[src/rtl/smb_pkg.sv]
// Package: shared types for the indexed register slave.
// Assumes: imported by the protocol engine and its parent.
package smb_pkg;

    // Transfer phase tracked by the protocol engine.
    typedef enum logic [2:0] {
        PH_IDLE,    // waiting for a start condition
        PH_ADDR,    // receiving the address byte
        PH_INDEX,   // receiving the start index
        PH_COUNT,   // receiving the byte count of a write
        PH_WDATA,   // receiving write data
        PH_TXCNT,   // sending the length byte
        PH_TXDATA,  // sending register data
        PH_SKIP     // ignoring the bus until the next start
    } phase_t;

endpackage

[src/rtl/smb_line_sync.sv]
// Module: smb_line_sync
// Brings SCL and SDA into the system clock domain through a flop chain and
// derives clock edges plus start and stop conditions from the synchronized
// lines.
// Assumes: the system clock is many times faster than SCL, and the bus idles high.
module smb_line_sync #(
    parameter int STAGES = 2
) (
    input  logic clk,
    input  logic rst_n,
    input  logic scl_i,
    input  logic sda_i,
    output logic scl_s,
    output logic sda_s,
    output logic scl_rise,
    output logic scl_fall,
    output logic start_det,
    output logic stop_det
);
    localparam int NLINES = 2;

    logic [NLINES-1:0] raw;
    logic [NLINES-1:0] synced;
    logic              scl_p;
    logic              sda_p;

    assign raw = {sda_i, scl_i};

    // One synchronizer chain per bus line.
    for (genvar g = 0; g < NLINES; g++) begin : g_line
        logic [STAGES-1:0] chain;

        // Shift the line through the chain; reset to the idle level.
        always_ff @(posedge clk) begin
            if (!rst_n) chain <= '1;
            else        chain <= {chain[STAGES-2:0], raw[g]};
        end

        assign synced[g] = chain[STAGES-1];
    end

    assign scl_s = synced[0];
    assign sda_s = synced[1];

    // Keep the previous synchronized levels for edge detection.
    always_ff @(posedge clk) begin
        if (!rst_n) begin
            scl_p <= 1'b1;
            sda_p <= 1'b1;
        end else begin
            scl_p <= scl_s;
            sda_p <= sda_s;
        end
    end

    // Edge and bus-condition decode from current and previous levels.
    always_comb begin
        scl_rise  = scl_s & ~scl_p;
        scl_fall  = ~scl_s & scl_p;
        start_det = scl_s & scl_p & sda_p & ~sda_s;
        stop_det  = scl_s & scl_p & ~sda_p & sda_s;
    end

endmodule

[src/rtl/smb_bit_engine.sv]
// Module: smb_bit_engine
// Shifts bits in on SCL rising edges and out on SCL falling edges. It runs the
// acknowledge slot after every eighth bit, pulses byte_done when a byte has
// been collected, and reports the host acknowledge for bytes that it sent.
// Assumes: SCL edge strobes are single-cycle pulses. ack_req and tx_next are
// stable by the SCL falling edge that follows byte_done or host_ack_v.
module smb_bit_engine (
    input  logic       clk,
    input  logic       rst_n,
    input  logic       sda_s,
    input  logic       scl_rise,
    input  logic       scl_fall,
    input  logic       start_det,
    input  logic       stop_det,
    input  logic       ack_req,
    input  logic       tx_next,
    input  logic [7:0] tx_byte,
    output logic       byte_done,
    output logic [7:0] rx_byte,
    output logic       host_ack_v,
    output logic       host_ack,
    output logic       sda_oe
);
    localparam int BITS  = 8;
    localparam int CNT_W = $clog2(BITS + 1);

    logic [CNT_W-1:0] bit_cnt;
    logic             in_ack;
    logic             sending;
    logic [7:0]       sh_rx;
    logic [7:0]       sh_tx;
    logic             drive;

    // Bit counting, shifting and acknowledge-slot control.
    always_ff @(posedge clk) begin
        if (!rst_n) begin
            bit_cnt    <= '0;
            in_ack     <= 1'b0;
            sending    <= 1'b0;
            sh_rx      <= '0;
            sh_tx      <= '0;
            drive      <= 1'b0;
            byte_done  <= 1'b0;
            host_ack_v <= 1'b0;
            host_ack   <= 1'b0;
        end else begin
            byte_done  <= 1'b0;
            host_ack_v <= 1'b0;
            if (start_det || stop_det) begin
                bit_cnt <= '0;
                in_ack  <= 1'b0;
                sending <= 1'b0;
                drive   <= 1'b0;
            end else if (scl_rise) begin
                if (!in_ack) begin
                    sh_rx   <= {sh_rx[6:0], sda_s};
                    bit_cnt <= bit_cnt + 1'b1;
                    if (bit_cnt == CNT_W'(BITS - 1)) byte_done <= 1'b1;
                end else if (sending) begin
                    host_ack_v <= 1'b1;
                    host_ack   <= ~sda_s;
                end
            end else if (scl_fall) begin
                if (in_ack) begin
                    in_ack  <= 1'b0;
                    bit_cnt <= '0;
                    if (tx_next) begin
                        sending <= 1'b1;
                        sh_tx   <= tx_byte;
                        drive   <= ~tx_byte[7];
                    end else begin
                        sending <= 1'b0;
                        drive   <= 1'b0;
                    end
                end else if (bit_cnt == CNT_W'(BITS)) begin
                    in_ack <= 1'b1;
                    drive  <= sending ? 1'b0 : ack_req;
                end else if (sending && bit_cnt != '0) begin
                    drive <= ~sh_tx[6];
                    sh_tx <= {sh_tx[6:0], 1'b0};
                end
            end
        end
    end

    assign rx_byte = sh_rx;
    assign sda_oe  = drive;

endmodule

[src/rtl/smb_proto.sv]
// Module: smb_proto
// Runs the transfer sequence: address match, start index, write count, write
// data, and on reads the length byte followed by register data. It decides the
// acknowledge for each received byte and keeps the running index.
// Assumes: NREGS is a power of two, and the bit engine supplies single-cycle
// byte_done and host_ack_v strobes.
module smb_proto
    import smb_pkg::*;
#(
    parameter int         NREGS   = 16,
    parameter logic [6:0] DEV_ID7 = 7'h69,
    localparam int        IDX_W   = $clog2(NREGS)
) (
    input  logic             clk,
    input  logic             rst_n,
    input  logic             start_det,
    input  logic             stop_det,
    input  logic             byte_done,
    input  logic [7:0]       rx_byte,
    input  logic             host_ack_v,
    input  logic             host_ack,
    input  logic [7:0]       rd_data,
    input  logic [7:0]       cnt_val,
    output logic             ack_req,
    output logic             tx_next,
    output logic [7:0]       tx_byte,
    output logic             wr_en,
    output logic [IDX_W-1:0] wr_idx,
    output logic [7:0]       wr_data,
    output logic [IDX_W-1:0] rd_idx
);
    localparam logic [7:0] ADDR_WR = {DEV_ID7, 1'b0};
    localparam logic [7:0] ADDR_RD = {DEV_ID7, 1'b1};

    phase_t           phase;
    logic [IDX_W-1:0] idx;
    logic             idx_ok;
    logic [7:0]       left;
    logic [IDX_W-1:0] idx_inc;

    assign idx_inc = idx + 1'b1;

    // Transfer sequencing, acknowledge decisions and write requests.
    always_ff @(posedge clk) begin
        if (!rst_n) begin
            phase   <= PH_IDLE;
            idx     <= '0;
            idx_ok  <= 1'b0;
            left    <= '0;
            ack_req <= 1'b0;
            wr_en   <= 1'b0;
            wr_idx  <= '0;
            wr_data <= '0;
        end else begin
            wr_en <= 1'b0;
            if (stop_det) begin
                phase   <= PH_IDLE;
                ack_req <= 1'b0;
            end else if (start_det) begin
                phase   <= PH_ADDR;
                ack_req <= 1'b0;
            end else if (byte_done) begin
                unique case (phase)
                    PH_ADDR: begin
                        if (rx_byte == ADDR_WR) begin
                            phase   <= PH_INDEX;
                            ack_req <= 1'b1;
                        end else if (rx_byte == ADDR_RD) begin
                            phase   <= PH_TXCNT;
                            ack_req <= 1'b1;
                        end else begin
                            phase   <= PH_SKIP;
                            ack_req <= 1'b0;
                        end
                    end
                    PH_INDEX: begin
                        idx     <= rx_byte[IDX_W-1:0];
                        idx_ok  <= (rx_byte < 8'(NREGS));
                        ack_req <= 1'b1;
                        phase   <= PH_COUNT;
                    end
                    PH_COUNT: begin
                        left    <= rx_byte;
                        ack_req <= 1'b1;
                        phase   <= PH_WDATA;
                    end
                    PH_WDATA: begin
                        if (left != 8'd0) begin
                            ack_req <= 1'b1;
                            left    <= left - 1'b1;
                            idx     <= idx_inc;
                            wr_en   <= idx_ok;
                            wr_idx  <= idx;
                            wr_data <= rx_byte;
                        end else begin
                            ack_req <= 1'b0;
                            phase   <= PH_SKIP;
                        end
                    end
                    default: ack_req <= 1'b0;
                endcase
            end else if (host_ack_v) begin
                if (phase == PH_TXCNT) begin
                    phase <= host_ack ? PH_TXDATA : PH_SKIP;
                end else if (phase == PH_TXDATA) begin
                    if (host_ack) idx   <= idx_inc;
                    else          phase <= PH_SKIP;
                end
            end
        end
    end

    // Choose the next outgoing byte: the length byte first, then register data.
    always_comb begin
        tx_next = (phase == PH_TXCNT) || (phase == PH_TXDATA);
        if (phase == PH_TXCNT) tx_byte = cnt_val;
        else if (idx_ok)       tx_byte = rd_data;
        else                   tx_byte = 8'h00;
    end

    assign rd_idx = idx;

endmodule

[src/rtl/smb_regfile.sv]
// Module: smb_regfile
// Holds the byte registers, with one synchronous write port and one
// combinational read port. It exposes the length register separately and all
// registers in parallel.
// Assumes: the write index is always inside the bank.
module smb_regfile #(
    parameter int         NREGS     = 16,
    parameter int         CNT_IDX   = 8,
    parameter logic [7:0] CNT_RESET = 8'h08,
    localparam int        IDX_W     = $clog2(NREGS)
) (
    input  logic               clk,
    input  logic               rst_n,
    input  logic               wr_en,
    input  logic [IDX_W-1:0]   wr_idx,
    input  logic [7:0]         wr_data,
    input  logic [IDX_W-1:0]   rd_idx,
    output logic [7:0]         rd_data,
    output logic [7:0]         cnt_val,
    output logic [NREGS*8-1:0] cfg_flat
);
    logic [7:0] regs [NREGS];

    // One storage byte per register, each with its own reset value.
    for (genvar k = 0; k < NREGS; k++) begin : g_reg
        localparam logic [7:0] RST_V = (k == CNT_IDX) ? CNT_RESET : 8'h00;

        // Load the register when the write port targets it.
        always_ff @(posedge clk) begin
            if (!rst_n)                                       regs[k] <= RST_V;
            else if (wr_en && wr_idx == IDX_W'(k))            regs[k] <= wr_data;
        end

        assign cfg_flat[8*k +: 8] = regs[k];
    end

    assign rd_data = regs[rd_idx];
    assign cnt_val = regs[CNT_IDX];

endmodule

[src/rtl/smb_regbank.sv]
// Module: smb_regbank (top)
// Serial-bus target that gives indexed block access to a bank of byte
// registers. It contains the line synchronizer, the bit engine, the protocol
// engine and the register file.
// Assumes: the external bus has a pull-up on SDA and this block drives SDA
// only through sda_oe. No clock stretching takes place.
module smb_regbank #(
    parameter int         NREGS     = 16,
    parameter int         CNT_IDX   = 8,
    parameter logic [7:0] CNT_RESET = 8'h08,
    parameter logic [6:0] DEV_ID7   = 7'h69,
    parameter int         SYNC_LEN  = 2,
    localparam int        IDX_W     = $clog2(NREGS)
) (
    input  logic               clk,
    input  logic               rst_n,
    input  logic               scl_i,
    input  logic               sda_i,
    output logic               sda_oe,
    output logic [NREGS*8-1:0] cfg_flat
);
    logic             scl_s, sda_s, scl_rise, scl_fall, start_det, stop_det;
    logic             byte_done, host_ack_v, host_ack, ack_req, tx_next, wr_en;
    logic [7:0]       rx_byte, tx_byte, wr_data, rd_data, cnt_val;
    logic [IDX_W-1:0] wr_idx, rd_idx;

    smb_line_sync #(.STAGES(SYNC_LEN)) u_sync (
        .clk(clk), .rst_n(rst_n), .scl_i(scl_i), .sda_i(sda_i),
        .scl_s(scl_s), .sda_s(sda_s), .scl_rise(scl_rise), .scl_fall(scl_fall),
        .start_det(start_det), .stop_det(stop_det)
    );

    smb_bit_engine u_bits (
        .clk(clk), .rst_n(rst_n), .sda_s(sda_s), .scl_rise(scl_rise),
        .scl_fall(scl_fall), .start_det(start_det), .stop_det(stop_det),
        .ack_req(ack_req), .tx_next(tx_next), .tx_byte(tx_byte),
        .byte_done(byte_done), .rx_byte(rx_byte), .host_ack_v(host_ack_v),
        .host_ack(host_ack), .sda_oe(sda_oe)
    );

    smb_proto #(.NREGS(NREGS), .DEV_ID7(DEV_ID7)) u_proto (
        .clk(clk), .rst_n(rst_n), .start_det(start_det), .stop_det(stop_det),
        .byte_done(byte_done), .rx_byte(rx_byte), .host_ack_v(host_ack_v),
        .host_ack(host_ack), .rd_data(rd_data), .cnt_val(cnt_val),
        .ack_req(ack_req), .tx_next(tx_next), .tx_byte(tx_byte),
        .wr_en(wr_en), .wr_idx(wr_idx), .wr_data(wr_data), .rd_idx(rd_idx)
    );

    smb_regfile #(.NREGS(NREGS), .CNT_IDX(CNT_IDX), .CNT_RESET(CNT_RESET)) u_regs (
        .clk(clk), .rst_n(rst_n), .wr_en(wr_en), .wr_idx(wr_idx),
        .wr_data(wr_data), .rd_idx(rd_idx), .rd_data(rd_data),
        .cnt_val(cnt_val), .cfg_flat(cfg_flat)
    );

endmodule

[config.mk]
export PLATFORM = sky130hd
export DESIGN_NAME = smb_regbank
export DESIGN_NICKNAME = d
export VERILOG_FILES = /design/src/rtl/smb_pkg.sv /design/src/rtl/smb_line_sync.sv /design/src/rtl/smb_bit_engine.sv /design/src/rtl/smb_proto.sv /design/src/rtl/smb_regfile.sv /design/src/rtl/smb_regbank.sv
export SDC_FILE = /design/constraint.sdc
export NUM_CORES = 1
export LEC_CHECK = 0
export ABC_AREA = 0
export BUFFER_PORTS_ARGS = -buffer_cell sky130_fd_sc_hd__buf_4
export CORE_MARGIN = 8
export CORE_UTILIZATION = 35
export CTS_BUF_LIST = sky130_fd_sc_hd__clkbuf_16
export DETAILED_ROUTE_END_ITERATION = 6
export GPL_ROUTABILITY_DRIVEN = 1
export SLEW_MARGIN = 30
export SYNTH_ARGS = -nofsm -noshare
export SYNTH_HDL_FRONTEND = slang
export SYNTH_HIERARCHICAL = 1
export SYNTH_SLANG_ARGS = --single-unit
[constraint.sdc]
create_clock -name clk -period 4.8 [get_ports clk]
set_input_delay 0.48 -clock clk [delete_from_list [all_inputs] [get_ports clk]]
set_output_delay 0.48 -clock clk [all_outputs]
set_load 0.02 [all_outputs]
# After elaboration in Yosys (flattened, before gate mapping)
# Memories as Yosys holds them, arrays and structs flattened. A register that Yosys moved wholly into a read port is not among the register bits.
# Index checks and enable logic that the tools add are counted.
# W data, S select, Z words.
# op_classes
add_sub_neg	3
magnitude_cmp	1
eq_ne	38
mux	111
bitwise	38
reduce_logical	53
# op_table
operator	n
$mux W8	19
$mux W1	64
$mux W4	12
$eq A4 B4 Y1 const B	9
$mux W7	4
$mux W3	7
$eq A4 B3 Y1 const B	5
$reduce_and A5 Y1	4
$logic_and A1 B1 Y1	17
$eq A8 B8 Y1 const B	2
$or A1 B1 Y1	16
$pmux W8 S2	1
$not A1 Y1	15
$reduce_bool A2 Y1	7
$pmux W3 S4	1
$reduce_and A3 Y1	4
$eq A3 B3 Y1 const B	3
$reduce_bool A3 Y1	3
$add A4 B1 Y4 const B	2
$eq A4 B2 Y1 const B	2
$lt A8 B5 Y1 const B	1
$pmux W4 S2	1
$reduce_and A4 Y1	2
$reduce_and A8 Y1	1
other kinds (26)	42
# totals
ff_bits	61
mem_bits_rw	128
in_bits	4
output_inout_bits	129
word_cells	267
mem_count	1
# mem_list
name	depth	width	read_ports	rd_clocked_by_memory_dff	write_ports	line	text
u_regs.regs	16	8	17	1	16	smb_regfile.sv:22	logic [7:0] regs [NREGS];

# Logic depth before layout (Yosys ltp)
# Gate-level depths: netlist (run 1).
# depth
depth_word	8
ltp_mapped	12
depth_no_buf	10

# Modules after synthesis
# The synthesis (run 1) kept the hierarchy.
# modules_own_cells
module	instances	cells_per_inst	area_per_inst_um2	seq_area_each_um2
smb_regfile	1	389	6020.8	3843.7
smb_proto	1	228	1854.3	600.6
smb_bit_engine	1	137	1176.1	500.5
smb_line_sync	1	16	190.2	120.1

# Least setup slack after synthesis (run 1)
# OpenSTA, ideal clock, no wires.
# synth_path
path_kind	register to register
start	register u_proto/rd_idx[0] (netlist name)
end	register u_bits.drive (netlist: u_bits/sda_oe)
setup_ps	66
arrival_time_ps	2015
required_time_ps	4734
slack_ps	2719
stages_incl_launch_ff	13
n_path_buf	2
period_less_slack_ps	2081
path_cell_list	dfxtp_1 > buf_6 > buf_4 > mux4_2 > a22oi_1 > nand2_1 > nand3_1 > nand2_1 > inv_1 > a21oi_1 > a311oi_1 > mux2i_1 > nor2_1
# synth_rtl
element	line	text
to (signal assigned)	smb_bit_engine.sv:70	drive <= ~tx_byte[7];
to (signal assigned)	smb_bit_engine.sv:77	drive <= sending ? 1'b0 : ack_req;
to (signal assigned)	smb_bit_engine.sv:79	drive <= ~sh_tx[6];
to (decl)	smb_bit_engine.sv:32	logic drive;

==> impl_results.md, run 1 <==
* Power density over cell area at 319 nW/um2
* Remaining routing DRC violations at 0
* Flip-flop and latch count after synthesis at about 190
* Setup TNS at 0 ns
* Xor/xnor cell area share of the yosys netlist at 0.00379
* Setup WS post-layout at 1.88 ns
* Combined area of all synthesized cells at around 9200 um2
* Row count at 59
* Number of violations reported at the end of detailed-routing iteration 0 at 628
* Compound-gate portion of the synthesized area at 0.0839
* Post-layout minimum cycle time at between 2 and 3 ns
* Cells traversed along the worst timing path: buf_4, mux4_1, a22oi_1, nand2_1, nand3_1, nand2_1, nand2_1, o22ai_1, nand2_1, a21boi_0
* Critical Path RT at approximately 5.1 ns
* Global route overflow at 0
* Post-CTS repair timing setup buffer count at 0
* Crit share post-route at 0.608
* Slew at the pin with the worst max-slew slack at 0.995 ns
* Hold Crit Class: in2reg
* Total Wirelength at ~26000 um
* Fraction of final layout cells with drive strength greater than 1 at 0.231
* Fill cells at 2429
* Cell family with most CP delay: flip-flops
* Highest net fanout along the worst path at 19
* Synth warn at 6
* Area added between synthesis and finish at 19.5%
* Critical path endpoint: u_bits/sh_tx[0]
* Critical Path Most Common Cell: nand2_1
* Total power draw at about 3.5 mW
* Clock buffer count from CTS at 17
* Die footprint at 31900 um2
* CTS tree: done
* Arrival time at the worst endpoint at ~3.2 ns
* Number of setup violations in the final report at 0
* Clk pin slew, worst setup/hold paths at 0.08 ns
* Die span in y at approximately 180 um
* Max-slew violations at 0
* Synthesized netlist cell count at 770
* IR Drop Worst-Case VDD at between 0.0002 and 0.00025 V
* Core ar. at 26000 um2
* Net count, final at 896
* Number of levels in the clock H-tree at 4
* Bufs and invs on worst path at 1
* R2r endpoint: u_bits/sh_tx[0]
* Post-Place Worst Slack at approximately 1.9 ns
* Multiplexer share of the synthesized area at 0.108
* Area share of fa/ha/maj cells after synthesis at 0.00812
* Max Freq at 343 MHz
* Global-route wire length before repair at about 40000 um
* Dominant combinational cell family by area after synthesis: simple AND/OR/NAND/NOR gates
* Busiest metal layer after global routing: met2
* Number of optimization iterations in the first detailed-route pass at 5
* Number of nets in the synthesized netlist at 780
* Hold Buf Count CTS at 0
* Starting Density at 0.356
* Post-detailed-route wirelength per cell at 21.2 um
* DP Wirelength at roughly 19000 um
* Met1 Use GR at 0.226
* Maximum number of pins on one net before global-route repair at between 70 and 80
* Startpoint of the worst register-to-register path: u_proto/rd_idx[0]
* Leakage power figure at 4.06 nW
* Prevailing post-synth register cell: edfxtp_1
* Synth Area per Inst at 12.0 um2
* Distinct cells, synth at 74
* Worst Clk Skew at 0.0196 ns
* Setup repair after global routing missed its margin: false
* M3 GR Usage at 0.0349
* Critical Path Max Stage Delay at between 0.7 and 0.8 ns
* Register area share after synthesis at 0.548
* Type of origin of the critical path: register
* Launching instance or port of the critical path: u_proto/rd_idx[0]
* # diodes at 0
* Outcome: completed
* GRT Resource Usage Total at 0.164
* Die W at 178 um
* Classification of the worst setup path: reg2reg
* Count of endpoints failing hold in the final timing report at 0
* Vias per Instance at between 5 and 6
* Clock latency reported for the late side of the worst-skew pair at 0.44 ns
* Worst rel slew slack at 0.336
* R2r worst-path depth at 10
* Count of max-cap constraint violations at 0
* CTS Root Cell: clkbuf_16
* GR Util met2 at 0.256
* Cts repair resizes at 0
* Crit path max-delay cell type: dfxtp_2
* Number of top-level pins at 133
* Via Count at 6537
* Share of flip-flops with an asynchronous set or reset after synthesis at 0
* Flop2flop setup slack at 1.88 ns
* Category of the worst setup path capture point: register
* Final Wtd Congestion at ~0.83
* Simple logic cell fraction of the synthesized area at 0.211
* EDFF count, synth at 128
* Post-route antenna net violation count at 0
* Number of gates on the worst path with buffers counted at 10
* Number of antenna violations at the first check in global routing at 0
* Number of clock sinks at between 150 and 200
* Max Root-Sink Buffers at 2
* Number of global-route vias before repair at 6510
* Total of buffers placed on input and output ports at 132
==> cell usage after synthesis (2+ instances only) <==
library cell	n	area, um2
a21boi_0	10	75.1
a21oi_1	12	60.1
a21oi_2	2	17.5
a22oi_1	18	135
a311oi_1	2	17.5
a31o_1	3	26.3
a31oi_1	4	25.0
and2_1	130	813
and4b_1	2	20.0
buf_2	8	40.0
buf_4	11	82.6
buf_6	5	56.3
clkbuf_1	20	75.1
clkdlybuf4s25_2	3	30.0
dfxtp_1	61	1220
edfxtp_1	128	3840
ha_1	6	75.1
inv_1	9	33.8
mux2i_1	22	220
mux4_1	16	420
mux4_2	16	360
nand2_1	79	297
nand2b_1	10	62.6
nand3_1	19	95.1
nand3b_1	5	37.5
nand4_1	4	25.0
nand4b_1	4	35.0
nor2_1	40	150
nor2b_1	20	125
nor3_1	7	35.0
nor3b_1	5	37.5
nor4bb_1	2	20.0
o211a_1	8	80.1
o211ai_1	4	30.0
o21ai_0	22	110
o21ai_1	7	35.0
o22ai_1	3	18.8
o31ai_1	2	15.0
o41ai_1	2	17.5
or3b_1	2	17.5
or3b_2	2	17.5
xnor2_1	2	17.5
xor2_1	2	17.5
==> registers in the layout, summed over array words and instances, names as in the netlist, 3 cells and up <==
register             flops
u_bits/sh_tx             7
u_proto/wr_idx           4
u_proto/phase            3
u_bits/bit_cnt           4
u_proto/left             8
u_sync/g_line.chain      4
u_bits/rx_byte           8
u_proto/wr_data          8
u_proto/rd_idx           4
u_regs/regs            128
==> stage by stage <==
stage	instance area [um2]	hold WS [ns]	instances	utilization
6_report	11000	0.221	1234	0.425
5_1_grt	11000	0.209	1234	0.425
4_1_cts	11000	0.217	1234	0.425
3_5_place_dp	10500	0.418	1202	0.402
3_3_place_gp	10500	0.425	1202	0.402
2_1_floorplan	9240	0.386	770	-
==> final cells by class <==
class                           instances  area [um2]  share of cell area
Clock buffer                           17         425              0.0385
Clock inverter                         15         168              0.0152
Inverter                                9        33.8             0.00306
Multi-Input combinational cell        523        3830               0.347
Sequential cell                       189        5070               0.459
Tap cell                              335         419              0.0380
Timing Repair Buffer                  146        1100              0.0993
==> worst reg2reg max path: stages, from the launching register on <==
cell	delay [ns]
dfxtp_2	0.77
buf_4	0.45
mux4_1	0.66
a22oi_1	0.38
nand2_1	0.12
nand3_1	0.09
nand2_1	0.07
nand2_1	0.06
o22ai_1	0.06
nand2_1	0.07
a21boi_0	0.08
==> power breakdown <==
part / internal [mW] / total (mW) / switching, mW
Sequential: 1.79 / 1.83 / 0.0434
Clock: 0.747 / 1.44 / 0.691
Combinational: 0.103 / 0.255 / 0.152
==> routing by layer <==
layer	wire, um	vias up	share of wire
li1	-	3041	-
met1	11700	3202	0.45
met2	12000	264	0.46
met3	1980	30	0.076
met4	476	0	0.018
met5	0	-	0
==> worst min path at each step <==
stage	from	endpoint	slack, ns	cells past startpoint
detailed placement	u_sync/g_line[0].chain[0]	u_sync/g_line[0].chain[1]	0.42	1
finish	sda_i	u_sync/g_line[1].chain[0]	0.22	2
global route	sda_i	u_sync/g_line[1].chain[0]	0.21	2
CTS	sda_i	u_sync/g_line[1].chain[0]	0.22	2
floorplan	u_sync/g_line[0].chain[0]	u_sync/g_line[0].chain[1]	0.39	1
global placement	u_sync/g_line[0].chain[0]	u_sync/g_line[0].chain[1]	0.43	1
==> placed cells by master (no fill, tap or decap), types with 3 or more instances in the layout <==
| cell type | Yosys | routed |
|---|---|---|
| buf_4 | 11 | 146 |
| and2_1 | 130 | 130 |
| edfxtp_1 | 128 | 128 |
| nand2_1 | 79 | 79 |
| dfxtp_1 | 61 | 60 |
| nor2_1 | 40 | 40 |
| mux2i_1 | 22 | 22 |
| nor2b_1 | 20 | 20 |
| nand3_1 | 19 | 19 |
| o21ai_0 | 22 | 18 |
| a22oi_1 | 18 | 18 |
| clkbuf_16 | 0 | 17 |
| mux4_2 | 16 | 16 |
| mux4_1 | 16 | 16 |
| a21oi_1 | 12 | 12 |
| o21ai_1 | 7 | 11 |
| inv_1 | 9 | 10 |
| a21boi_0 | 10 | 10 |
| nand2b_1 | 10 | 10 |
| o211a_1 | 8 | 8 |
| nor3_1 | 7 | 7 |
| ha_1 | 6 | 6 |
| inv_6 | 0 | 5 |
| inv_8 | 0 | 5 |
| nand3b_1 | 5 | 5 |
| nor3b_1 | 5 | 5 |
| o211ai_1 | 4 | 4 |
| nand4_1 | 4 | 4 |
| nand4b_1 | 4 | 4 |
| a31oi_1 | 4 | 4 |
| o22ai_1 | 3 | 3 |
| a31o_1 | 3 | 3 |
==> cells by family after synthesis <==
family	after synthesis
DFF	189
adders and majority gates	6
xor gates and xnor gates	4
and+or+nand+nor	349
buffers and inverters	58
muxes	54
AOI/OAI and AO/OA	110
Power figures use the tool's default switching activity.
==> run 2, diff against run 1 <==
==> constraint.sdc (replaced) <==
create_clock -name clk -period 2.9 [get_ports clk]
set_input_delay 0.29 -clock clk [delete_from_list [all_inputs] [get_ports clk]]
set_output_delay 0.29 -clock clk [all_outputs]
set_load 0.02 [all_outputs]
==> run 2 against run 1 <==
Worst hold slack lost 0.19 ns. Critical path type unchanged. Cell count grew 0.89%. Via count grew 1.5%. Cell area grew 0.85%. Sequential share of layout area shrank 0.39 points. Largest power group unchanged.
==> impl_results.md, run 2 (same netlist as run 1, synthesis figures left out) <==
* Outcome: completed
* Clock buffer count from CTS at 17
* Terminating pin of the worst hold path: u_sync/g_line[1].chain[0]
* Starting Density at 0.356
* Count of max-cap constraint violations at 0
* Die span in y at 178 um
* Cts repair resizes at 0
* Setup repair after global routing missed its margin: false
* Total of buffers placed on input and output ports at roughly 130
* Total Wirelength at 26800 um
* Die footprint at 31900 um2
* # diodes at 0
* Post-Place Worst Slack at 0.424 ns
* Global route overflow at 0
* Core ar. at 26000 um2
* Hold Buf Count CTS at 0
* Area added between synthesis and finish at 20.5%
* Bufs and invs on worst path at 1
* Critical Path RT at 3.23 ns
* CTS tree: done
* Highest net fanout along the worst path at 16
* Crit path max-delay cell type: dfxtp_2
* Max FFs per register at approximately 130
* Commonest non-fill, non-tap cells in the layout: buf_4 (156), and2_1 (130), edfxtp_1 (128)
* Number of global-route vias before repair at 6494
* Post-Route Hold Slack at 0.0298 ns
* Critical Path Most Common Cell: nand2_1
* Setup WS post-layout at 0.381 ns
* Worst rel slew slack at 0.401
* Classification of the worst setup path: reg2reg
* Worst Clk Skew at between 0.015 and 0.02 ns
* Fraction of final layout cells with drive strength greater than 1 at 0.241
* Hold path cells at 2
* Max Root-Sink Buffers at 2
* Number of optimization iterations in the first detailed-route pass at 5
* Crit share post-route at 0.869
* Number of antenna violations at the first check in global routing at 0
* Number of top-level pins at 133
* Max-slew violations at 0
* Arrival time at the worst endpoint at 2.85 ns
* Post-route antenna net violation count at 0
* Leakage power figure at 4.11 nW
* Setup TNS at 0 ns
* CTS Root Cell: clkbuf_16
* Post-CTS repair timing setup buffer count at 0
* Count of endpoints failing hold in the final timing report at 0
* Flop2flop setup slack at between 0.3 and 0.4 ns
* GRT Resource Usage Total at 0.170
* Max Freq at roughly 400 MHz
* Category of the worst setup path capture point: register
* Post-detailed-route wirelength per cell at 21.6 um
* Hold Crit Class: in2reg
* Leading cell type in the layout, fill and taps excluded: buf_4
* Net count, final at 907
* Critical Path Max Stage Delay at 0.62 ns
* Clock latency reported for the late side of the worst-skew pair at 0.44 ns
* Number of setup violations in the final report at 0
* Remaining routing DRC violations at 0
* IR Drop Worst-Case VDD at 0.000386 V
* Hold Crit Start: sda_i
* Number of levels in the clock H-tree at 4
* Register with the most flip-flops: u_regs/regs
* Power density over cell area at around 520 nW/um2
* Clk pin slew, worst setup/hold paths at 0.08 ns
* Number of clock sinks at 189
* Global-route wire length before repair at 40900 um
* Type of origin of the critical path: register
* Row count at a little under 60
* Number of violations reported at the end of detailed-routing iteration 0 at about 530
* Cell family with most CP delay: multiplexers
* Via Count at 6635
* Cells traversed along the worst timing path: buf_12, mux4_1, a22oi_1, nand2_1, nand3_1, nand2_1, mux2i_1, nand2_1, o211a_1
* Die W at 178 um
* Final standard cell utilization of the core at 0.429
* Final Wtd Congestion at 0.831
* Post-layout minimum cycle time at approximately 2.5 ns
* Maximum number of pins on one net before global-route repair at 55
* DP Wirelength at between 15000 and 20000 um
* Startpoint of the worst register-to-register path: u_proto/rd_idx[0]
* R2r endpoint: u_bits/sh_tx[2]
* R2r worst-path depth at 9
* Vias per Instance at 5.33
* Slew at the pin with the worst max-slew slack at 0.897 ns
-- run 2: changes by cell type in the layout (fill, tap and decap cells not counted), sizes merged --
cell    delta
buf       +11
clkinv     +2
bufinv     -1
inv        -1
-- run 2: where the power goes --
group          switching (mW)  leakage [nW]  internal (mW)
registers              0.0797          1.70           2.96
clock network            1.17         0.293           1.16
logic                   0.253          2.11          0.175
total                    1.51          4.11           4.30
-- run 2: through the flow --
| stage | cells | area [um2] | total power [mW] |
|---|---|---|---|
| 3_3_place_gp | 1213 | 10500 | 3.54 |
| 3_5_place_dp | 1213 | 10500 | 3.54 |
| 5_1_grt | 1245 | 11100 | 5.99 |
| 2_1_floorplan | 770 | 9240 | 3.30 |
| 4_1_cts | 1245 | 11100 | 5.86 |
| 6_report | 1245 | 11100 | 5.81 |
-- run 2: final cells by class --
| type | instances | area [um2] |
|---|---|---|
| timing repair buffer | 157 | 1190 |
| fill | 2459 | 14800 |
| clock buffer | 17 | 425 |
| inverter | 9 | 33.8 |
| sequential | 189 | 5070 |
| tap | 335 | 419 |
| multi-input combinational | 523 | 3830 |
| clock inverter | 15 | 166 |
-- run 2: worst max-delay path by stage --
stage | start | to | slack, ns | cells past startpoint
finish | u_proto/rd_idx[0] | u_bits/sh_tx[2] | 0.38 | 9
global route | u_proto/rd_idx[0] | u_bits/sh_tx[2] | 0.24 | 9
CTS | u_proto/rd_idx[0] | u_bits/sh_tx[2] | 0.38 | 9
detailed placement | u_proto/rd_idx[0] | u_bits/sh_tx[2] | 0.42 | 9
global placement | u_proto/rd_idx[0] | u_bits/sh_tx[2] | 0.44 | 9
floorplan | u_proto/rd_idx[0] | u_bits/sda_oe | 0.82 | 12
-- run 2: layer usage --
| layer | track usage | vias to the layer above | wire length, um |
|---|---|---|---|
| met5 | 0 | - | 0 |
| met4 | 0.0427 | 0 | 287 |
| met3 | 0.0347 | 16 | 1910 |
| met2 | 0.264 | 236 | 12400 |
| met1 | 0.238 | 3322 | 12300 |
| li1 | - | 3061 | - |
==> run 3, diff against run 2 <==
==> constraint.sdc (replaced) <==
create_clock -name clk -period 2.25 [get_ports clk]
set_input_delay 0.225 -clock clk [delete_from_list [all_inputs] [get_ports clk]]
set_output_delay 0.225 -clock clk [all_outputs]
set_load 0.02 [all_outputs]
==> run 3 against run 2 <==
Clock power grew 32%. Non-clock buffer count up 27. First-iteration DRC count increased by 7.0%. Cell count rose by 2.2%. Sequential share of layout area down 1.2 points. Sequential cell count unchanged. Global-route usage grew 0.11 points. Worst hold slack gained 0.15 ns. Power rose by 30%. Cell area up 2.7%.
==> impl_results.md, run 3 (same netlist as run 1, synthesis figures left out) <==
* Core ar. at between 20000 and 30000 um2
* Critical path endpoint: u_bits/sda_oe
* Number of top-level pins at 133
* Worst rel slew slack at 0.381
* Clock buffer count from CTS at 17
* IR Drop Worst-Case VDD at 0.000513 V
* Fraction of final layout cells with drive strength greater than 1 at 0.276
* Post-detailed-route wirelength per cell at 21.4 um
* Number of antenna violations at the first check in global routing at 1
* Vias per Instance at 5.31
* Arrival time at the worst endpoint at 2.54 ns
* Total power draw at 7.58 mW
* Max FFs per register at 128
* Startpoint of the worst register-to-register path: u_proto/rd_idx[0]
* Post-layout minimum cycle time at roughly 2.2 ns
* Global route overflow at 0
* Area added between synthesis and finish at 23.8%
* Max Freq at 461 MHz
* Starting Density at 0.356
* Number of clock sinks at 189
* CTS tree: done
* Fill cells at 2448
* Category of the worst setup path capture point: register
* Hold Crit Class: in2reg
* Maximum number of pins on one net before global-route repair at 29
* Max-slew violations at 0
* Count of max-cap constraint violations at 0
* Critical Path RT at 2.62 ns
* Setup WS post-layout at around 0.082 ns
* Die W at ~180 um
* Number of optimization iterations in the first detailed-route pass at 5
* Number of levels in the clock H-tree at 4
* Outcome: completed
* Slew at the pin with the worst max-slew slack at 0.928 ns
* Number of instances in the placed design at between 1k and 1.5k
* Setup repair after global routing missed its margin: true
* Highest net fanout along the worst path at 5
* Die footprint at 31900 um2
* Remaining routing DRC violations at 0
* Power density over cell area at 662 nW/um2
* Number of global-route vias before repair at around 6.6k
* R2r worst-path depth at 11
* R2r endpoint: u_bits/sda_oe
* Final non-filler cell total at 1272
* Setup TNS at 0 ns
* Worst Clk Skew at 0.0119 ns
* Die span in y at 178 um
* # diodes at 0
* Clk pin slew, worst setup/hold paths at 0.08 ns
* CTS Root Cell: clkbuf_16
* DP Wirelength at 19600 um
* Classification of the worst setup path: reg2reg
* Total of buffers placed on input and output ports at 132
* Row count at 59
* Post-Route Hold Slack at between 0.15 and 0.2 ns
* Net count, final at slightly above 900
* Count of endpoints failing hold in the final timing report at 0
* Clock latency reported for the late side of the worst-skew pair at approximately 0.44 ns
* Launching instance or port of the critical path: u_proto/rd_idx[0]
* Via Count at 6755
* Post-route antenna net violation count at 0
* Type of origin of the critical path: register
* Leakage power figure at roughly 4.2 nW
* Number of violations reported at the end of detailed-routing iteration 0 at 566
* Global-route wire length before repair at 41200 um
* Number of setup violations in the final report at 0
* Register with the most flip-flops: u_regs/regs
* GRT Resource Usage Total at 0.171
* Final Wtd Congestion at 0.832
* Max Root-Sink Buffers at 2
* Post-Place Worst Slack at -0.0151 ns
* Flop2flop setup slack at 0.08 ns
* Crit share post-route at 0.963
* Leading cell type in the layout, fill and taps excluded: buf_4
* Total Wirelength at 27200 um
* Commonest non-fill, non-tap cells in the layout: buf_4 (176), and2_1 (130), edfxtp_1 (128)
==> run 3: metrics by stage <==
step	instance area [um2]	util
2_1_floorplan	9240	-
3_3_place_gp	10800	0.414
3_5_place_dp	10800	0.414
4_1_cts	11400	0.438
5_1_grt	11400	0.440
6_report	11400	0.440
==> run 3: where the power goes <==
group | internal, mW | switching (mW) | leakage (nW) | total [mW]
Clock | 1.59 | 1.49 | 0.291 | 3.08
Combinational | 0.242 | 0.336 | 2.25 | 0.579
Sequential | 3.82 | 0.0974 | 1.71 | 3.92
Total | 5.66 | 1.92 | 4.25 | 7.58
==> run 3: timing repair <==
action / 4_1_cts / 5_1_grt
hold buffers: 2 / 0
endpoints found under the hold margin: 2 / 0
pin swaps: 0 / 6
setup endpoints to repair: 2 / 8
setup buffers: 0 / 2
gates resized for setup: 2 / 16
==> run 3: cell type report <==
type,instances,area [um2],area share
clock buffers,17,425,0.0372
clock inverters,15,173,0.0151
inverters,9,33.8,0.00295
multi-input cells,523,3860,0.338
flip-flops and latches,189,5070,0.443
well taps,335,419,0.0366
repair buffers,184,1460,0.128
==> run 3: critical path: stages (launching register included) <==
cell and delay [ns]:
dfxtp_4 0.38, buf_6 0.13, mux4_2 0.50, a22oi_2 0.27, nand2_1 0.11, nand3_1 0.09, nand2_1 0.06, inv_1 0.07
a21oi_2 0.05, a311oi_1 0.25, mux2i_1 0.11, nor2_1 0.08
==> run 3: worst min path at each step <==
| stage | start | endpoint | slack (ns) | depth (start not counted) |
|---|---|---|---|---|
| floorplan | rst_n | u_sync/g_line[0].chain[0] | 0.30 | 1 |
| global placement | u_sync/g_line[1].chain[0] | u_sync/g_line[1].chain[1] | 0.39 | 1 |
| detailed placement | u_sync/g_line[1].chain[0] | u_sync/g_line[1].chain[1] | 0.40 | 1 |
| CTS | rst_n | u_bits/sh_tx[5] | 0.17 | 2 |
| global route | rst_n | u_bits/sh_tx[5] | 0.18 | 2 |
| finish | rst_n | u_bits/sh_tx[5] | 0.18 | 2 |
==> run 3: per-layer routing <==
metal / up-vias / GRT usage / share of wire
met1: 3329 / 0.230 / 0.44
met2: 288 / 0.268 / 0.46
met4: 0 / 0.0572 / 0.019
li1: 3109 / - / -
met5: - / 0 / 0
met3: 29 / 0.0398 / 0.079
